File: config.mk
export PLATFORM = sky130hd
export DESIGN_NAME = sgdma_engine
export DESIGN_NICKNAME = d
export VERILOG_FILES = /design/src/rtl/sgdma_pkg.sv /design/src/rtl/sgdma_fetch.sv /design/src/rtl/sgdma_burst.sv /design/src/rtl/sgdma_ctrl.sv /design/src/rtl/sgdma_engine.sv
export SDC_FILE = /design/constraint.sdc
export NUM_CORES = 1
export LEC_CHECK = 0
export ABC_AREA = 0
export BUFFER_PORTS_ARGS = -buffer_cell sky130_fd_sc_hd__buf_2
export CELL_PAD_IN_SITES_DETAIL_PLACEMENT = 0
export CELL_PAD_IN_SITES_GLOBAL_PLACEMENT = 1
export CORE_ASPECT_RATIO = 0.6
export CORE_MARGIN = 10
export CORE_UTILIZATION = 41
export DETAILED_ROUTE_END_ITERATION = 12
export PLACE_DENSITY_LB_ADDON = 0.1
export SLEW_MARGIN = 20
export SYNTH_ARGS = -nofsm -noshare
export SYNTH_HDL_FRONTEND = slang
export SYNTH_SLANG_ARGS = --single-unit
File: constraint.sdc
create_clock -name clk -period 3 [get_ports clk]
set_input_delay 0.6 -clock clk [delete_from_list [all_inputs] [get_ports clk]]
set_output_delay 0.6 -clock clk [all_outputs]
set_load 0.02 [all_outputs]
File: src/rtl/sgdma_pkg.sv
// Shared constants and types for the scatter-gather DMA engine.
// Assumes a fixed three-word descriptor of 32-bit words.
package sgdma_pkg;
    localparam int unsigned WORD_BYTES = 4;
    localparam int unsigned ELEM_WORDS = 3;
    localparam int unsigned ELEM_BYTES = WORD_BYTES * ELEM_WORDS;
    localparam int unsigned LAST_BIT   = 31;

    typedef enum logic [1:0] {
        ST_IDLE  = 2'd0,
        ST_FGO   = 2'd1,
        ST_FWAIT = 2'd2,
        ST_MOVE  = 2'd3
    } walk_state_t;
endpackage

File: src/rtl/sgdma_fetch.sv
// Descriptor fetch unit: on go, reads ELEM_WORDS consecutive words starting
// at ptr over a request/acknowledge port and presents the decoded element
// with a one-cycle valid pulse. Assumes ptr is stable while fetching.
module sgdma_fetch
    import sgdma_pkg::*;
#(
    parameter int unsigned AW    = 32,
    parameter int unsigned CNT_W = 18
) (
    input  logic             clk,
    input  logic             rst_n,
    input  logic             go,
    input  logic [AW-1:0]    ptr,
    output logic             desc_req,
    output logic [AW-1:0]    desc_addr,
    input  logic             desc_ack,
    input  logic [31:0]      desc_rdata,
    output logic             elem_vld,
    output logic [AW-1:0]    elem_src,
    output logic [AW-1:0]    elem_dst,
    output logic [CNT_W-1:0] elem_cnt,
    output logic             elem_last
);
    localparam int unsigned IDX_W = $clog2(ELEM_WORDS);

    logic             active;
    logic [IDX_W-1:0] idx;

    // Address of the word currently requested.
    always_comb desc_addr = ptr + (AW'(idx) << 2);
    assign desc_req = active;

    // Sequence through the words of one element and capture each field.
    always_ff @(posedge clk) begin
        if (!rst_n) begin
            active    <= 1'b0;
            idx       <= '0;
            elem_vld  <= 1'b0;
            elem_src  <= '0;
            elem_dst  <= '0;
            elem_cnt  <= '0;
            elem_last <= 1'b0;
        end else begin
            elem_vld <= 1'b0;
            if (go) begin
                active <= 1'b1;
                idx    <= '0;
            end else if (active && desc_ack) begin
                case (idx)
                    IDX_W'(0): elem_src <= desc_rdata[AW-1:0];
                    IDX_W'(1): elem_dst <= desc_rdata[AW-1:0];
                    default: begin
                        elem_cnt  <= desc_rdata[CNT_W-1:0];
                        elem_last <= desc_rdata[LAST_BIT];
                    end
                endcase
                if (idx == IDX_W'(ELEM_WORDS - 1)) begin
                    active   <= 1'b0;
                    elem_vld <= 1'b1;
                end else begin
                    idx <= idx + 1'b1;
                end
            end
        end
    end

    AST_DESC_HOLD: assert property (@(posedge clk) disable iff (!rst_n)
        (desc_req && !desc_ack) |=> (desc_req && $stable(desc_addr)));
endmodule

File: src/rtl/sgdma_burst.sv
// Burst issuer: splits one validated element into BURST_BYTES bursts,
// presenting each to the data mover until acknowledged. Reports normal
// finish or a read/write fault as one-cycle pulses. Assumes cnt is a
// nonzero multiple of BURST_BYTES when go is pulsed.
module sgdma_burst #(
    parameter int unsigned AW          = 32,
    parameter int unsigned CNT_W       = 18,
    parameter int unsigned BURST_BYTES = 256
) (
    input  logic             clk,
    input  logic             rst_n,
    input  logic             go,
    input  logic [AW-1:0]    src,
    input  logic [AW-1:0]    dst,
    input  logic [CNT_W-1:0] cnt,
    output logic             mv_req,
    output logic [AW-1:0]    mv_src,
    output logic [AW-1:0]    mv_dst,
    input  logic             mv_ack,
    input  logic             mv_rd_err,
    input  logic             mv_wr_err,
    output logic             fin,
    output logic             rd_fault,
    output logic             wr_fault
);
    localparam int unsigned BSH   = $clog2(BURST_BYTES);
    localparam int unsigned LEFT_W = CNT_W - BSH;

    logic              active;
    logic [LEFT_W-1:0] left;
    logic              bad;

    assign mv_req = active;
    assign bad    = mv_rd_err || mv_wr_err;

    // Count down bursts, step addresses, stop on fault or last burst.
    always_ff @(posedge clk) begin
        if (!rst_n) begin
            active   <= 1'b0;
            left     <= '0;
            mv_src   <= '0;
            mv_dst   <= '0;
            fin      <= 1'b0;
            rd_fault <= 1'b0;
            wr_fault <= 1'b0;
        end else begin
            fin      <= 1'b0;
            rd_fault <= 1'b0;
            wr_fault <= 1'b0;
            if (go) begin
                active <= 1'b1;
                left   <= cnt[CNT_W-1:BSH];
                mv_src <= src;
                mv_dst <= dst;
            end else if (active && mv_ack) begin
                if (bad) begin
                    active   <= 1'b0;
                    rd_fault <= mv_rd_err;
                    wr_fault <= mv_wr_err;
                end else if (left == LEFT_W'(1)) begin
                    active <= 1'b0;
                    fin    <= 1'b1;
                end else begin
                    left   <= left - 1'b1;
                    mv_src <= mv_src + AW'(BURST_BYTES);
                    mv_dst <= mv_dst + AW'(BURST_BYTES);
                end
            end
        end
    end

    AST_MV_HOLD: assert property (@(posedge clk) disable iff (!rst_n)
        (mv_req && !mv_ack) |=> (mv_req && $stable(mv_src) && $stable(mv_dst)));
    AST_FAULT_STOPS: assert property (@(posedge clk) disable iff (!rst_n)
        (mv_req && mv_ack && bad) |=> !mv_req);
endmodule

File: src/rtl/sgdma_ctrl.sv
// Walk controller: accepts start while idle, steps the element pointer,
// validates each fetched count, launches bursts and ends the walk on the
// end flag, a malformed element or a data-mover fault.
// Assumes fetch fields stay stable from elem_vld until the next fetch.
module sgdma_ctrl
    import sgdma_pkg::*;
#(
    parameter int unsigned AW          = 32,
    parameter int unsigned CNT_W       = 18,
    parameter int unsigned BURST_BYTES = 256
) (
    input  logic             clk,
    input  logic             rst_n,
    input  logic             start,
    input  logic [AW-1:0]    base_addr,
    input  logic             elem_vld,
    input  logic [CNT_W-1:0] elem_cnt,
    input  logic             elem_last,
    input  logic             fin,
    input  logic             rd_fault,
    input  logic             wr_fault,
    output logic             fetch_go,
    output logic [AW-1:0]    fetch_ptr,
    output logic             move_go,
    output logic             busy,
    output logic             done,
    output logic             err_sg,
    output logic             err_rd,
    output logic             err_wr
);
    localparam int unsigned BSH = $clog2(BURST_BYTES);

    walk_state_t state;
    logic        legal;
    logic        last_q;

    // Count must be nonzero and sit on the burst grid.
    always_comb legal = (elem_cnt != '0) && (elem_cnt[BSH-1:0] == '0);

    assign busy     = (state != ST_IDLE);
    assign fetch_go = (state == ST_FGO);

    // Walk state machine with pointer, status flags and pulses.
    always_ff @(posedge clk) begin
        if (!rst_n) begin
            state     <= ST_IDLE;
            fetch_ptr <= '0;
            move_go   <= 1'b0;
            last_q    <= 1'b0;
            done      <= 1'b0;
            err_sg    <= 1'b0;
            err_rd    <= 1'b0;
            err_wr    <= 1'b0;
        end else begin
            move_go <= 1'b0;
            done    <= 1'b0;
            case (state)
                ST_IDLE: if (start) begin
                    fetch_ptr <= base_addr;
                    err_sg    <= 1'b0;
                    err_rd    <= 1'b0;
                    err_wr    <= 1'b0;
                    state     <= ST_FGO;
                end
                ST_FGO: state <= ST_FWAIT;
                ST_FWAIT: if (elem_vld) begin
                    if (legal) begin
                        move_go <= 1'b1;
                        last_q  <= elem_last;
                        state   <= ST_MOVE;
                    end else begin
                        err_sg <= 1'b1;
                        state  <= ST_IDLE;
                    end
                end
                ST_MOVE: begin
                    if (rd_fault || wr_fault) begin
                        err_rd <= rd_fault;
                        err_wr <= wr_fault;
                        state  <= ST_IDLE;
                    end else if (fin) begin
                        if (last_q) begin
                            done  <= 1'b1;
                            state <= ST_IDLE;
                        end else begin
                            fetch_ptr <= fetch_ptr + AW'(ELEM_BYTES);
                            state     <= ST_FGO;
                        end
                    end
                end
                default: state <= ST_IDLE;
            endcase
        end
    end

    AST_DONE_PULSE: assert property (@(posedge clk) disable iff (!rst_n)
        done |=> !done);
    AST_DONE_IDLE: assert property (@(posedge clk) disable iff (!rst_n)
        done |-> !busy);
    AST_SG_NO_DONE: assert property (@(posedge clk) disable iff (!rst_n)
        $rose(err_sg) |-> (!done && !busy));
    AST_BUSY_START: assert property (@(posedge clk) disable iff (!rst_n)
        (!busy && start) |=> (busy && !err_sg && !err_rd && !err_wr));
    AST_PTR_KEEP: assert property (@(posedge clk) disable iff (!rst_n)
        (busy && start && state != ST_MOVE) |=> $stable(fetch_ptr));
endmodule

File: src/rtl/sgdma_engine.sv
// Top of the scatter-gather DMA engine: wires the walk controller, the
// descriptor fetch unit and the burst issuer together.
// Assumes a single outstanding request on each of the two ports.
module sgdma_engine #(
    parameter int unsigned AW          = 32,
    parameter int unsigned CNT_W       = 18,
    parameter int unsigned BURST_BYTES = 256
) (
    input  logic          clk,
    input  logic          rst_n,
    input  logic          start,
    input  logic [AW-1:0] base_addr,
    output logic          busy,
    output logic          done,
    output logic          err_sg,
    output logic          err_rd,
    output logic          err_wr,
    output logic          desc_req,
    output logic [AW-1:0] desc_addr,
    input  logic          desc_ack,
    input  logic [31:0]   desc_rdata,
    output logic          mv_req,
    output logic [AW-1:0] mv_src,
    output logic [AW-1:0] mv_dst,
    input  logic          mv_ack,
    input  logic          mv_rd_err,
    input  logic          mv_wr_err
);
    logic             fetch_go;
    logic [AW-1:0]    fetch_ptr;
    logic             elem_vld;
    logic [AW-1:0]    elem_src;
    logic [AW-1:0]    elem_dst;
    logic [CNT_W-1:0] elem_cnt;
    logic             elem_last;
    logic             move_go;
    logic             fin;
    logic             rd_fault;
    logic             wr_fault;

    sgdma_ctrl #(.AW(AW), .CNT_W(CNT_W), .BURST_BYTES(BURST_BYTES)) u_ctrl (
        .clk(clk), .rst_n(rst_n), .start(start), .base_addr(base_addr),
        .elem_vld(elem_vld), .elem_cnt(elem_cnt), .elem_last(elem_last),
        .fin(fin), .rd_fault(rd_fault), .wr_fault(wr_fault),
        .fetch_go(fetch_go), .fetch_ptr(fetch_ptr), .move_go(move_go),
        .busy(busy), .done(done), .err_sg(err_sg), .err_rd(err_rd),
        .err_wr(err_wr)
    );

    sgdma_fetch #(.AW(AW), .CNT_W(CNT_W)) u_fetch (
        .clk(clk), .rst_n(rst_n), .go(fetch_go), .ptr(fetch_ptr),
        .desc_req(desc_req), .desc_addr(desc_addr), .desc_ack(desc_ack),
        .desc_rdata(desc_rdata), .elem_vld(elem_vld), .elem_src(elem_src),
        .elem_dst(elem_dst), .elem_cnt(elem_cnt), .elem_last(elem_last)
    );

    sgdma_burst #(.AW(AW), .CNT_W(CNT_W), .BURST_BYTES(BURST_BYTES)) u_burst (
        .clk(clk), .rst_n(rst_n), .go(move_go), .src(elem_src),
        .dst(elem_dst), .cnt(elem_cnt), .mv_req(mv_req), .mv_src(mv_src),
        .mv_dst(mv_dst), .mv_ack(mv_ack), .mv_rd_err(mv_rd_err),
        .mv_wr_err(mv_wr_err), .fin(fin), .rd_fault(rd_fault),
        .wr_fault(wr_fault)
    );

    AST_IDLE_QUIET: assert property (@(posedge clk) disable iff (!rst_n)
        !busy |-> (!desc_req && !mv_req));
    AST_RESET_QUIET: assert property (@(posedge clk)
        !rst_n |=> (!busy && !done && !desc_req && !mv_req));
endmodule

==> metrics.yaml <==
status:
  status: "completed"
place:
  hpwl_microns: 24400
  pre_cts_ws_ns: 0.282
  gp_congestion: 0.899
  dp_cells: 1682
  io_buffers: 173
  placed_cell_area_sq_um: 11100
detailed_routing:
  drtPass1Iterations: 5
  drc_errors: 0
  wl_met3_microns: 2600
  routed-via-count: 9352
  wl_per_cell_microns: 19.0
  first_iter_violations: 794
  wl_met2_microns: 12200
  ant_nets: 0
  m1WireLength_microns: 17600
  via_per_inst: 5.43
  drt-total-wl_microns: 32700
  highest_layer: "met4"
synth:
  synthTopCellsByArea: "dfxtp_1 42%, nand2_1 9.3%, a21oi_1 8.1%"
  synth_edf_count: 0
  synth.most_common_cell: "nand2_1"
  syn_area_sq_um: 9870
  synthArstFlopShare_pct: 0
  yosys-top-cells-count: "245 x nand2_1, 205 x dfxtp_1, 159 x a21oi_1, 88 x o21ai_0, 62 x clkbuf_1"
  synth_fp_nets: 1327
  ys.flop_type: "dfxtp_1"
  syn_inst: 1245
  postSynthAreaPerCell_sq_um: 7.93
  synth.distinct_cells: 72
  ys_ff_latch: 205
  yosysTopAreaCellShare_pct: 41.6
  synth_area_leader_cell: "dfxtp_1"
  ys_seq_area_share_pct: 41.6
  ys_warn_count: 0
floorplanning:
  core_sq_um: 23400
  die_h_microns: 140
  start_util_pct: 42.2
  die_area_sq_um: 30900
  ios: 174
  std_cell_rows: 43
  die_x_microns: 220
finish:
  post_route_cells_drive_above_1_share_pct: 21.7
  final_nets: 1476
  seq_area_sq_um: 4120
  syn_to_final_growth_pct: 19.5
  final_cells: 1722
  fillers: 2352
  final_core_util_pct: 50.4
  finalInstanceArea_sq_um: 11800
  multiInputGateArea_sq_um: 5310
global_routing:
  track_usage_pct: 20.4
  grt_start_max_net_pins: 65
  overflow: 0
  grt_pass1_vias: 8791
  antenna_found_initial: 0
  grt_pass1_wl_microns: 51100
power_and_ir_drop:
  ir_drop_mv: 0.335
  internal-power_uw: 4390
  pwr-share-clk_pct: 40.2
  p_comb_share_pct: 11.4
  power_density_nw_per_um2: 509
  power_switching_share_pct: 26.9
  power_switching_uw: 1610
  seqPwrFrac_pct: 48.4
  power.leakage_uw: 0.00441
clock_network:
  htree_levels: 1
  numCtsBuffers: 21
  clk_pin_slew_ns: 0.06
  clock-sinks: 205
  hold_buffers: 0
  clk_latency_ns: 0.50
  cts_buffer_depth: 3
  cts-root-buf: "clkbuf_16"
  cts_tree: "yes"
timing:
  period_share_pct: 97.4
  setup_viol: 0
  drv_slew: 0
  clock_skew_ns: 0.0123
  worst_pin_slew_ns: 0.772
  rsz0062_at_grt: "yes"
  final.setup.worst_slack_ns: 0.0787
  max_freq_mhz: 342
  slew_headroom_pct: 48.5
  hold_violations: 0
  hold_ws_ns: 0.347
  fin_crit_ns: 2.92
job:
  drv_cap: 0
worst_setup_path:
  end_kind: "primary output"
  critical_path_class: "reg -> out"
  crit_required_ns: 2.40
  cp_max_fo: 6
  arrival_ns: 2.32
  start_kind: "flip-flop"
min_path:
  hold_path.class: "in -> reg"
==> worst paths after layout <==
path                                           start                   end  slack [ns]  depth (start not counted)
worst min register to register  u_fetch.elem_dst[17]  u_fetch.elem_dst[17]        0.45                          2
worst max-delay path                  u_fetch.idx[0]         desc_addr[24]        0.08                          7
worst max register to register   u_ctrl.fetch_ptr[7]  u_ctrl.fetch_ptr[16]        0.67                          7
worst min-delay path                    base_addr[0]   u_ctrl.fetch_ptr[0]        0.35                          3
==> layout by cell type (no fill, tap or decap), types with 3 or more instances in the layout <==
cell       count
a211oi_1       9
a21oi_1      159
a22oi_1        5
a311oi_1       6
a31o_2         3
a31oi_1       11
a32o_1         4
and2_1        10
and3_1         7
and4_1         9
buf_2        169
buf_4         51
clkbuf_1       5
clkbuf_16     21
clkinv_2       5
dfxtp_1      198
dfxtp_2        6
ha_1           9
inv_1         19
mux2i_1       16
nand2_1      245
nand2b_1       3
nand3_1       47
nand4_1       22
nor2_1        59
nor3_1        29
nor3_2         4
nor4_1        18
nor4_2         3
o21ai_0       88
o22ai_1        7
o31ai_1        7
or2_2          5
or3_1          5
xnor2_1       51
xor2_1        28
==> power groups by stage <==
stage                     clock network, uW  registers (uW)  logic (uW)
after floorplan                           0            2910         455
after global placement                    0            2960         673
after detailed placement                  0            2960         675
after CTS                              2480            2900         679
after global routing                   2580            2910         750
final                                  2410            2910         684
==> what timing repair did <==
action	4_1_cts	5_1_grt
hold endpoints to repair	0	0
setup buffers	2	2
setup endpoints to repair	18	14
resized for setup	8	13
pin swaps	5	4
==> state kept, by name, summed over array words and instances, names as in the netlist, 2 cells and up <==
register,cells
u_fetch.elem_dst,32
u_burst.mv_dst,32
u_fetch.idx,2
u_ctrl.state,2
u_burst.left,10
u_fetch.elem_src,32
u_burst.mv_src,32
u_fetch.elem_cnt,18
u_ctrl.fetch_ptr,32
==> area by class of cell <==
| type | count | area share (%) |
|---|---|---|
| diodes | 1 | 0.0212 |
| clock buffers | 28 | 4.85 |
| clock inverters | 7 | 0.350 |
| inverters | 21 | 0.690 |
| multi-input cells | 922 | 45.0 |
| flip-flops and latches | 205 | 34.9 |
| well taps | 315 | 3.34 |
| repair buffers | 223 | 10.9 |
==> logic make-up after synthesis <==
group / synth area share, %
XOR/XNOR: 7.10
adder cells (fa/ha/maj): 1.47
multiplexers: 1.74
AO/OA/AOI/OAI: 18.7
buffers and inverters: 5.08
AND/OR/NAND/NOR: 24.3
flip-flops: 41.6
==> through the flow <==
stage | total power, uW | TNS (ns)
after floorplan | 3360 | 0
after global placement | 3630 | 0
after detailed placement | 3630 | 0
after CTS | 6050 | 0
after global routing | 6240 | -0.0781
final | 6000 | 0
==> worst max-delay path, cell delays in order (launching register included) <==
cell,delay [ns]
dfxtp_2,0.36
ha_2,0.18
inv_1,0.05
fa_2,0.37
buf_4,0.19
nor4_1,0.34
xor2_1,0.17
buf_2,0.18
==> layer usage <==
layer  GRT usage, %  vias to the layer above
li1               -                     4661
met5              0                        -
met2           26.1                      292
met1           33.2                     4372
met4           2.66                        0
met3           4.65                       27
Note: power is estimated with default switching activity, not from simulation.
